[config.mk]
export PLATFORM = sky130hd
export DESIGN_NAME = pcie_addr_window_dec
export DESIGN_NICKNAME = d
export VERILOG_FILES = /design/src/rtl/addr_win_pkg.sv /design/src/rtl/vp_cfg.sv /design/src/rtl/ob_win_bank.sv /design/src/rtl/lookup_stage.sv /design/src/rtl/pcie_addr_window_dec.sv
export SDC_FILE = /design/constraint.sdc
export NUM_CORES = 2
export LEC_CHECK = 0
export BUFFER_PORTS_ARGS = -buffer_cell sky130_fd_sc_hd__buf_4
export CAP_MARGIN = 20
export CORE_MARGIN = 4
export CORE_UTILIZATION = 57
export DETAILED_ROUTE_END_ITERATION = 12
export PLACE_DENSITY = 0.82
export SLEW_MARGIN = 10
export SYNTH_ARGS = -nofsm -noshare
export SYNTH_HDL_FRONTEND = slang
export SYNTH_SLANG_ARGS = --single-unit
[constraint.sdc]
create_clock -name clk_i -period 20 [get_ports clk_i]
set_input_delay 2 -clock clk_i [delete_from_list [all_inputs] [get_ports clk_i]]
set_output_delay 2 -clock clk_i [all_outputs]
set_load 0.005 [all_outputs]
[src/rtl/addr_win_pkg.sv]
`timescale 1ns/1ps
package addr_win_pkg;
  typedef enum logic {DIR_UP = 1'b0, DIR_DN = 1'b1} dir_e;
  localparam int unsigned UNCFG_FLD = 15;
endpackage

[src/rtl/vp_cfg.sv]
`timescale 1ns/1ps
module vp_cfg #(
  parameter int AW       = 64,
  parameter int SFW      = 6,
  parameter int MIN_LOG2 = 15,
  parameter int N_AUX    = 2,
  localparam int LW      = $clog2(AW + 1),
  localparam int AUXW    = (N_AUX > 1) ? $clog2(N_AUX) : 1
) (
  input  logic            clk_i,
  input  logic            rst_ni,
  input  logic            ib_wr_i,
  input  logic [AW-1:0]   ib_base_i,
  input  logic [AW-1:0]   ib_span_i,
  input  logic            aux_wr_i,
  input  logic [AUXW-1:0] aux_idx_i,
  input  logic [AW-1:0]   aux_base_i,
  input  logic [SFW-1:0]  aux_fld_i,
  output logic            vp_en_o,
  output logic [AW-1:0]   vp_base_o,
  output logic [LW-1:0]   vp_log2_o,
  output logic            cfg_err_o,
  output logic [SFW-1:0]  size_fld_o,
  output logic [AW-1:0]   aux_base_o [N_AUX],
  output logic [SFW-1:0]  aux_fld_o  [N_AUX]
);
  import addr_win_pkg::*;

  localparam logic [AW-1:0] FORBID_LO = AW'(64'h0000_0000_8000_0000);
  localparam logic [AW-1:0] FORBID_HI = AW'(64'h0000_0001_0000_0000);

  logic [LW-1:0]  span_fls;
  logic [AW-1:0]  low_mask;
  logic           size_zero, too_small, misalign, forbidden, bad;
  logic [SFW-1:0] new_fld;

  // position of highest set bit, 1-based
  always_comb begin
    span_fls = '0;
    for (int i = 0; i < AW; i++)
      if (ib_span_i[i]) span_fls = LW'(i + 1);
  end

  always_comb begin
    size_zero = (span_fls == LW'(AW));
    too_small = (span_fls < LW'(MIN_LOG2));
    low_mask  = (AW'(1) << span_fls) - AW'(1);
    misalign  = |(ib_base_i & low_mask);
    forbidden = (ib_base_i > FORBID_LO) && (ib_base_i < FORBID_HI);
    bad       = size_zero | too_small | misalign | forbidden;
    new_fld   = bad ? SFW'(UNCFG_FLD) : SFW'(span_fls - LW'(MIN_LOG2));
  end

  always_ff @(posedge clk_i or negedge rst_ni) begin
    if (!rst_ni) begin
      vp_en_o    <= 1'b0;
      vp_base_o  <= '0;
      vp_log2_o  <= '0;
      cfg_err_o  <= 1'b0;
      size_fld_o <= SFW'(UNCFG_FLD);
    end else if (ib_wr_i) begin
      vp_en_o    <= !bad;
      vp_base_o  <= ib_base_i;
      vp_log2_o  <= span_fls;
      cfg_err_o  <= bad;
      size_fld_o <= new_fld;
    end
  end

  for (genvar g = 0; g < N_AUX; g++) begin : g_aux
    logic [AW-1:0]  base_q;
    logic [SFW-1:0] fld_q;
    always_ff @(posedge clk_i or negedge rst_ni) begin
      if (!rst_ni) begin
        base_q <= '0;
        fld_q  <= '0;
      end else if (aux_wr_i && aux_idx_i == AUXW'(g)) begin
        base_q <= aux_base_i;
        fld_q  <= aux_fld_i;
      end
    end
    assign aux_base_o[g] = base_q;
    assign aux_fld_o[g]  = fld_q;
  end
endmodule

[src/rtl/ob_win_bank.sv]
`timescale 1ns/1ps
module ob_win_bank #(
  parameter int AW   = 64,
  parameter int N_OB = 4,
  localparam int IW  = $clog2(N_OB) + 1
) (
  input  logic            clk_i,
  input  logic            rst_ni,
  input  logic            ob_wr_i,
  input  logic [IW-1:0]   ob_idx_i,
  input  logic [AW-1:0]   ob_cpu_start_i,
  input  logic [AW-1:0]   ob_cpu_end_i,
  input  logic [AW-1:0]   ob_pci_start_i,
  input  logic [AW-1:0]   lk_addr_i,
  output logic [N_OB-1:0] ob_hit_o,
  output logic [AW-1:0]   ob_xlat_o [N_OB],
  output logic            ob_ovf_o
);
  always_ff @(posedge clk_i or negedge rst_ni) begin
    if (!rst_ni)                                   ob_ovf_o <= 1'b0;
    else if (ob_wr_i && ob_idx_i >= IW'(N_OB))     ob_ovf_o <= 1'b1;
  end

  for (genvar g = 0; g < N_OB; g++) begin : g_win
    logic [AW-1:0] start_q, len_q, pci_q, rel;
    always_ff @(posedge clk_i or negedge rst_ni) begin
      if (!rst_ni) begin
        start_q <= '0;
        len_q   <= '0;
        pci_q   <= '0;
      end else if (ob_wr_i && ob_idx_i == IW'(g)) begin
        start_q <= ob_cpu_start_i;
        len_q   <= ob_cpu_end_i - ob_cpu_start_i + AW'(1);
        pci_q   <= ob_pci_start_i;
      end
    end
    assign rel          = lk_addr_i - start_q;
    assign ob_hit_o[g]  = (len_q != '0) && (lk_addr_i >= start_q) && (rel < len_q);
    assign ob_xlat_o[g] = rel + pci_q;
  end
endmodule

[src/rtl/lookup_stage.sv]
`timescale 1ns/1ps
module lookup_stage #(
  parameter int AW       = 64,
  parameter int N_OB     = 4,
  parameter int N_AUX    = 2,
  parameter int SFW      = 6,
  parameter int MIN_LOG2 = 15,
  localparam int LW      = $clog2(AW + 1)
) (
  input  logic            clk_i,
  input  logic            rst_ni,
  input  logic            addr_vld_i,
  input  logic [AW-1:0]   addr_i,
  input  logic [N_OB-1:0] ob_hit_i,
  input  logic [AW-1:0]   ob_xlat_i [N_OB],
  input  logic            vp_en_i,
  input  logic [AW-1:0]   vp_base_i,
  input  logic [LW-1:0]   vp_log2_i,
  input  logic [AW-1:0]   aux_base_i [N_AUX],
  input  logic [SFW-1:0]  aux_fld_i  [N_AUX],
  output logic            res_vld_o,
  output logic            res_hit_o,
  output logic            res_err_o,
  output logic            res_dir_o,
  output logic [AW-1:0]   res_xlat_o
);
  import addr_win_pkg::*;

  logic [AW-1:0] vp_mask;
  logic          vp_hit;
  logic [AW-1:0] aux_mask [N_AUX];
  logic [N_AUX-1:0] aux_hit;
  logic          hit_d;
  dir_e          dir_d;
  logic [AW-1:0] xlat_d;

  always_comb begin
    vp_mask = ~((AW'(1) << vp_log2_i) - AW'(1));
    vp_hit  = vp_en_i && (((addr_i ^ vp_base_i) & vp_mask) == '0);
    for (int i = 0; i < N_AUX; i++) begin
      int k;
      k = int'(aux_fld_i[i]) + MIN_LOG2;
      aux_mask[i] = (k >= AW) ? '0 : ~((AW'(1) << k) - AW'(1));
      aux_hit[i]  = (aux_fld_i[i] != '0) && (((addr_i ^ aux_base_i[i]) & aux_mask[i]) == '0);
    end
  end

  // priority: outbound (low index first) > viewport > auxiliary
  always_comb begin
    hit_d  = 1'b0;
    dir_d  = DIR_UP;
    xlat_d = '0;
    for (int i = N_AUX - 1; i >= 0; i--)
      if (aux_hit[i]) begin
        hit_d  = 1'b1;
        dir_d  = DIR_UP;
        xlat_d = addr_i & ~aux_mask[i];
      end
    if (vp_hit) begin
      hit_d  = 1'b1;
      dir_d  = DIR_UP;
      xlat_d = addr_i - vp_base_i;
    end
    for (int i = N_OB - 1; i >= 0; i--)
      if (ob_hit_i[i]) begin
        hit_d  = 1'b1;
        dir_d  = DIR_DN;
        xlat_d = ob_xlat_i[i];
      end
  end

  always_ff @(posedge clk_i or negedge rst_ni) begin
    if (!rst_ni) begin
      res_vld_o  <= 1'b0;
      res_hit_o  <= 1'b0;
      res_err_o  <= 1'b0;
      res_dir_o  <= 1'b0;
      res_xlat_o <= '0;
    end else begin
      res_vld_o  <= addr_vld_i;
      res_hit_o  <= addr_vld_i && hit_d;
      res_err_o  <= addr_vld_i && !hit_d;
      res_dir_o  <= addr_vld_i && hit_d && (dir_d == DIR_DN);
      res_xlat_o <= (addr_vld_i && hit_d) ? xlat_d : '0;
    end
  end
endmodule

[src/rtl/pcie_addr_window_dec.sv]
`timescale 1ns/1ps
module pcie_addr_window_dec #(
  parameter int AW       = 64,
  parameter int N_OB     = 4,
  parameter int N_AUX    = 2,
  parameter int SFW      = 6,
  parameter int MIN_LOG2 = 15,
  localparam int IW      = $clog2(N_OB) + 1,
  localparam int AUXW    = (N_AUX > 1) ? $clog2(N_AUX) : 1,
  localparam int LW      = $clog2(AW + 1)
) (
  input  logic            clk_i,
  input  logic            rst_ni,
  input  logic            ib_wr_i,
  input  logic [AW-1:0]   ib_base_i,
  input  logic [AW-1:0]   ib_span_i,
  input  logic            aux_wr_i,
  input  logic [AUXW-1:0] aux_idx_i,
  input  logic [AW-1:0]   aux_base_i,
  input  logic [SFW-1:0]  aux_fld_i,
  input  logic            ob_wr_i,
  input  logic [IW-1:0]   ob_idx_i,
  input  logic [AW-1:0]   ob_cpu_start_i,
  input  logic [AW-1:0]   ob_cpu_end_i,
  input  logic [AW-1:0]   ob_pci_start_i,
  input  logic            addr_vld_i,
  input  logic [AW-1:0]   addr_i,
  output logic            res_vld_o,
  output logic            res_hit_o,
  output logic            res_err_o,
  output logic            res_dir_o,
  output logic [AW-1:0]   res_xlat_o,
  output logic            ib_cfg_err_o,
  output logic [SFW-1:0]  ib_size_fld_o,
  output logic            ob_ovf_o
);
  logic            vp_en;
  logic [AW-1:0]   vp_base;
  logic [LW-1:0]   vp_log2;
  logic [AW-1:0]   aux_base [N_AUX];
  logic [SFW-1:0]  aux_fld  [N_AUX];
  logic [N_OB-1:0] ob_hit;
  logic [AW-1:0]   ob_xlat  [N_OB];

  vp_cfg #(.AW(AW), .SFW(SFW), .MIN_LOG2(MIN_LOG2), .N_AUX(N_AUX)) u_vp (
    .clk_i      (clk_i),
    .rst_ni     (rst_ni),
    .ib_wr_i    (ib_wr_i),
    .ib_base_i  (ib_base_i),
    .ib_span_i  (ib_span_i),
    .aux_wr_i   (aux_wr_i),
    .aux_idx_i  (aux_idx_i),
    .aux_base_i (aux_base_i),
    .aux_fld_i  (aux_fld_i),
    .vp_en_o    (vp_en),
    .vp_base_o  (vp_base),
    .vp_log2_o  (vp_log2),
    .cfg_err_o  (ib_cfg_err_o),
    .size_fld_o (ib_size_fld_o),
    .aux_base_o (aux_base),
    .aux_fld_o  (aux_fld)
  );

  ob_win_bank #(.AW(AW), .N_OB(N_OB)) u_ob (
    .clk_i          (clk_i),
    .rst_ni         (rst_ni),
    .ob_wr_i        (ob_wr_i),
    .ob_idx_i       (ob_idx_i),
    .ob_cpu_start_i (ob_cpu_start_i),
    .ob_cpu_end_i   (ob_cpu_end_i),
    .ob_pci_start_i (ob_pci_start_i),
    .lk_addr_i      (addr_i),
    .ob_hit_o       (ob_hit),
    .ob_xlat_o      (ob_xlat),
    .ob_ovf_o       (ob_ovf_o)
  );

  lookup_stage #(.AW(AW), .N_OB(N_OB), .N_AUX(N_AUX), .SFW(SFW), .MIN_LOG2(MIN_LOG2)) u_lk (
    .clk_i      (clk_i),
    .rst_ni     (rst_ni),
    .addr_vld_i (addr_vld_i),
    .addr_i     (addr_i),
    .ob_hit_i   (ob_hit),
    .ob_xlat_i  (ob_xlat),
    .vp_en_i    (vp_en),
    .vp_base_i  (vp_base),
    .vp_log2_i  (vp_log2),
    .aux_base_i (aux_base),
    .aux_fld_i  (aux_fld),
    .res_vld_o  (res_vld_o),
    .res_hit_o  (res_hit_o),
    .res_err_o  (res_err_o),
    .res_dir_o  (res_dir_o),
    .res_xlat_o (res_xlat_o)
  );
endmodule

### Word-level counts from Yosys, hierarchy flattened

Cells that the tools add are included.

* register bits after elaboration: 1056
* output and inout port bits: 76
* logic and storage cells: 206

* shifts and indexed selects: 4
* reductions and logical operators: 35
* $add $sub $neg: 18
* order comparisons: 14
* eq/ne operators: 4
* muxes and demuxes: 86
* bitwise logic cells: 18

Operators with widths (number)
* $mux 64: 10
* $mux 7: 63
* $and 64x64->64: 6
* $sub 64x64->64: 6
* $not 64->64: 5
* $add 64x64->64: 4
* $ge 64x64->1: 4
* $lt 64x64->1: 4
* $reduce_bool 64->1: 4
* $logic_not 64->1: 3
* $xor 64x64->64: 3
* $shl 1x32->64 const A: 2
* $shl 1x7->64 const A: 2
* $sub 64x1->64 const B: 2
* $sub 64x2->64 const B: 2
* $add 64x1->64 const B: 1
* $ge 32x8->1 const B: 2
* $gt 64x32->1 const B: 1
* $lt 64x33->1 const B: 1
* $reduce_or 64->1: 1
* $logic_and 1x1->1: 22
* $add 6x4->7 const B: 2
* $mux 1: 12
* $reduce_bool 6->1: 2
* other kinds (11): 15

### Longest topological paths before layout

* word-level depth: 71
* mapped depth: 36
* mapped depth without buffers: 35

### Modules after synthesis

A second synthesis with hierarchy kept.

* cells, all modules: 12125
* area total of the unflattened synthesis: 95766.8 um2

Modules (own cells, without submodules)
* ob_win_bank: times used 1, area an instance 67990.2 um2, cells each 8687, sequential area each 19243.5 um2
* lookup_stage: times used 1, area an instance 15697.6 um2, cells each 2299, sequential area each 1701.6 um2
* vp_cfg: times used 1, area an instance 12079.1 um2, cells each 1139, sequential area each 5485.3 um2

### Worst setup path after synthesis

No wires, ideal clock.

* kind: input-to-reg
* start point: input addr_i[0]
* end point: register u_lk.res_xlat_o[63]
* setup slack: 11307 ps
* stages on the path: 35
* buffers on the path: 0
* data arrival time: 8551 ps
* library setup time: 142 ps
* path through: inv_1 ha_1 inv_1 fa_1 a21o_1 a21oi_1 o211ai_1 a221o_1 o211a_1 o41ai_1 a21o_1 o2111ai_1 a21oi_1 nor2b_1 o21a_1 o21ai_0 nand2b_1 a21oi_1 xnor2_1 ha_1 o21ai_0 a21boi_0 or2_2 o31ai_1 nor2_1 a311oi_1 o22ai_1 a211oi_1 o21bai_1 a21oi_1 xnor2_1 xnor3_1 nor2b_1 o221a_2 a211oi_1

* longest elaborated chain between the ends: 13

RTL lines
* start, declared: RTL line pcie_addr_window_dec.sv:27 `input logic [AW-1:0] addr_i,`
* branches (longest 12 deep; another with $sub 64x64->64)
* $mux 64 *: RTL line lookup_stage.sv:84 `res_xlat_o <= (addr_vld_i && hit_d) ? xlat_d : '0;`
* end signal, assigned: RTL line lookup_stage.sv:84
* end, declared: RTL line lookup_stage.sv:25 `output logic [AW-1:0] res_xlat_o`

Mark *: on every way between the ends.
A chain may end at the register's enable or synchronous reset.

### Worst setup path after layout

* start point: input addr_i[0]
* end point: register u_lk.res_xlat_o[18]

The elaborated chain is that of the path after synthesis.

==> impl_metrics.csv <==
group,metric,value,unit
timing,maxSlewHeadroom,0.0811,
setup_path,critPathKind,"in2reg",
setup_path,timing.rr.start,"u_ob.g_win[2].start_q[0]",
setup_path,cp-end-kind,"flop",
timing,fin_crit,12.44,ns
die,fp-row-count,145,
die,ios,540,
setup_path,worstPathArrival,13.12,ns
clock_tree,clockBufferDepth,3,
flow_run,drv_cap,0,
synth,netlist_area,89500,um2
grt,grt.overflow.total,0,
hold_path,min_path_cells,2,
die,coreArea,156000,um2
synth,ys_ff_latch,1040,
die,start_util,0.573,
placement,gp_congestion,1.13,
timing,grt_setup_unrepaired,"no",
placement,portBuffers,531,
setup_path,slowest_delay,1.06,ns
synth,ys.flop_type,"dfrtp_1",
setup_path,required,20.69,ns
hold_path,min_path_type,"reg2reg",
timing,report.final.slew_viol_count,0,
drt,dr.pass1.iters,9,
drt,ant_nets,0,
synth,ys_types,107,
clock_tree,cts_setup_buffers,0,
cells_and_area,final_nets,12700,
timing,fmax,0.0804,GHz
clock_tree,post_cts_resized,0,
timing,worstMarginPinSlew,1.37,ns
timing,hold_viol,0,
grt,antenna_found_initial,36,
clock_tree,clk_latency,0.83,ns
drt,routedWlPerCell,31.1,um
clock_tree,cts_tree,"yes",
timing,finalSetupViolCount,0,
grt,grt_first_pass_wirelength,592000,um
synth,yosysTopAreaCellShare,0.290,
clock_tree,clockRootBuffer,"clkbuf_16",
synth,yosysSeqAreaShare,0.291,
grt,grt_pass1_vias,87400,
setup_path,r2r-end,"u_lk.res_xlat_o[18]",
synth,yosysWarnings,0,
power,ir_drop,106,uV
cells_and_area,drive_gt1_frac,0.114,
cells_and_area,fillers,13200,
setup_path,r2r_slack,8.79,ns
power,leakagePower,47.6,nW
die,die_y,404,um
setup_path,slowest_stage,"a2111oi_0",
drt,wirelength,419000,um
cells_and_area,areaGrowthSynthToFinish,12.0,%
setup_path,cp_max_fo,15,
timing,clock_skew,0.0418,ns
hold_path,hold_end,"u_ob.g_win[0].pci_q[34]",
grt,grtUsageTotal,0.494,
synth,netlist_instances,10900,
placement,place_area,95600,um2
clock_tree,holdBufCountCts,0,
grt,grt_max_degree,125,
synth,synth-edff-count,0,
hold_path,min_from,"u_ob.g_win[0].pci_q[34]",
synth,syn_avg_cell_area,8.19,um2
setup_path,reg2regPathDepth,35,
clock_tree,path_clk_slew,0.06,ns
drt,drtIter0Drc,13500,
placement,dp_hpwl,335000,um
drt,vias,92800,
die,die_x,404,um
clock_tree,cts_buffers,130,
timing,setup_tns,0,ns
clock_tree,htree_levels,4,
cells_and_area,stdcell_area,100000,um2
synth,async_reset_ff_frac,1.00,
drt,drc_errors,0,
drt,vias_per_cell,6.88,
setup_path,start_kind,"input port",
timing,worst_hold_slack,0.478,ns
synth,synth_largest_area_cell,"dfrtp_1",
die,die_area,163000,um2
power,power.density,137,nW/um2
synth,ys_top_cells_by_area,"dfrtp_1 29%, ha_1 13%, nand2_1 6.1%",
status,status,"finished, final reports clean",
clock_tree,clkSinkCount,1040,
timing,period_share,0.622,
-- flip-flops by register name, summed over array words and instances (netlist names), 6 cells and up --
signal and cells:
u_vp.g_aux.fld_q 12, u_ob.g_win.pci_q 256, u_vp.vp_log2_o 7, u_vp.size_fld_o 6, u_ob.g_win.len_q 256, u_vp.vp_base_o 64, u_ob.g_win.start_q 256, u_vp.g_aux.base_q 112
u_lk.res_xlat_o 64
-- how the worst max path moves through the flow --
stage / endpoint / slack (ns) / depth (start not counted) / from
after CTS: u_lk.res_xlat_o[27] / 8.27 / 34 / addr_i[0]
after global placement: u_lk.res_xlat_o[4] / 7.45 / 34 / addr_i[0]
after global routing: u_lk.res_xlat_o[18] / 7.67 / 37 / addr_i[0]
after detailed placement: u_lk.res_xlat_o[42] / 7.44 / 34 / addr_i[0]
final: u_lk.res_xlat_o[18] / 7.56 / 37 / addr_i[0]
after floorplan: u_lk.res_xlat_o[63] / 11.31 / 35 / addr_i[0]
-- Yosys cell counts, types with 90 or more instances --
cell      instances
dfrtp_1        1036
o21ai_0        1029
nand4_1         164
clkbuf_1        356
a31oi_1          90
nand3_1         204
nor3_1          165
nand2b_1        128
xor2_1          282
nor2_1          535
nor2b_1         118
nand2_1        1448
xnor2_1         430
o21bai_1         90
ha_1            958
a21oi_1         770
inv_1           826
a21o_1          487
o21a_1          150
a211oi_1         90
mux2_2          278
nor4_1          142
-- cell families after synthesis --
kind of cell	Yosys count	share of synthesized area
other cells	1	0.0000419
fa+ha+maj	971	0.137
flops	1040	0.291
mux	293	0.0367
simple gates	3237	0.170
xor+xnor	714	0.0702
buf+inv	1242	0.0525
compound gates	3425	0.243
-- worst max-delay path: cells and delay by family --
kind | cells | cell delay (ns)
AOI/OAI and AO/OA | 20 | 6.61
and+or+nand+nor | 6 | 1.68
buffers and inverters | 7 | 1.33
adders and majority gates | 3 | 1.03
xor gates and xnor gates | 1 | 0.36
-- metrics by stage --
step / worst slack, ns / instances / power [mW] / util
floorplan: 11.31 / 10900 / 7.90 / -
detailed placement: 7.44 / 13200 / 10.7 / 0.612
CTS: 8.27 / 13500 / 13.3 / 0.641
finish: 7.56 / 13500 / 13.7 / 0.642
global placement: 7.45 / 13200 / 10.5 / 0.612
global route: 7.67 / 13500 / 14.3 / 0.642
-- metal layers --
layer,GRT usage,wire [um],vias to the layer above
met4,0.339,35500,24
li1,-,-,40000
met5,0,350,-
met2,0.694,167000,6596
met3,0.190,61200,1501
met1,0.624,155000,44700
-- power by group --
group          leakage (nW)  switching (mW)  total (mW)  internal, mW
registers              12.9           0.419        2.97          2.55
clock network          2.21            1.07        2.55          1.49
logic                  32.6            5.23        8.18          2.95
-- cells in the final DEF (no fill, tap or decap), types with 430 or more instances in the layout --
| cell | instances |
|---|---|
| nor2_1 | 533 |
| a21o_1 | 487 |
| nand2_1 | 1446 |
| a21oi_1 | 770 |
| buf_4 | 650 |
| inv_1 | 826 |
| dfrtp_1 | 1035 |
| o21ai_0 | 1026 |
| xnor2_1 | 430 |
| ha_1 | 958 |
-- layout make-up --
cell class | instances | area, um2 | share of cell area
antenna | 28 | 70.1 | 0.000699
sequential | 1040 | 26000 | 0.260
tap | 2058 | 2570 | 0.0257
clock inverter | 54 | 761 | 0.00759
timing repair buffer | 658 | 4970 | 0.0496
inverter | 830 | 3120 | 0.0311
clock buffer | 175 | 3800 | 0.0379
multi-input combinational | 8644 | 58900 | 0.588
(Power assumes the default switching activity.)
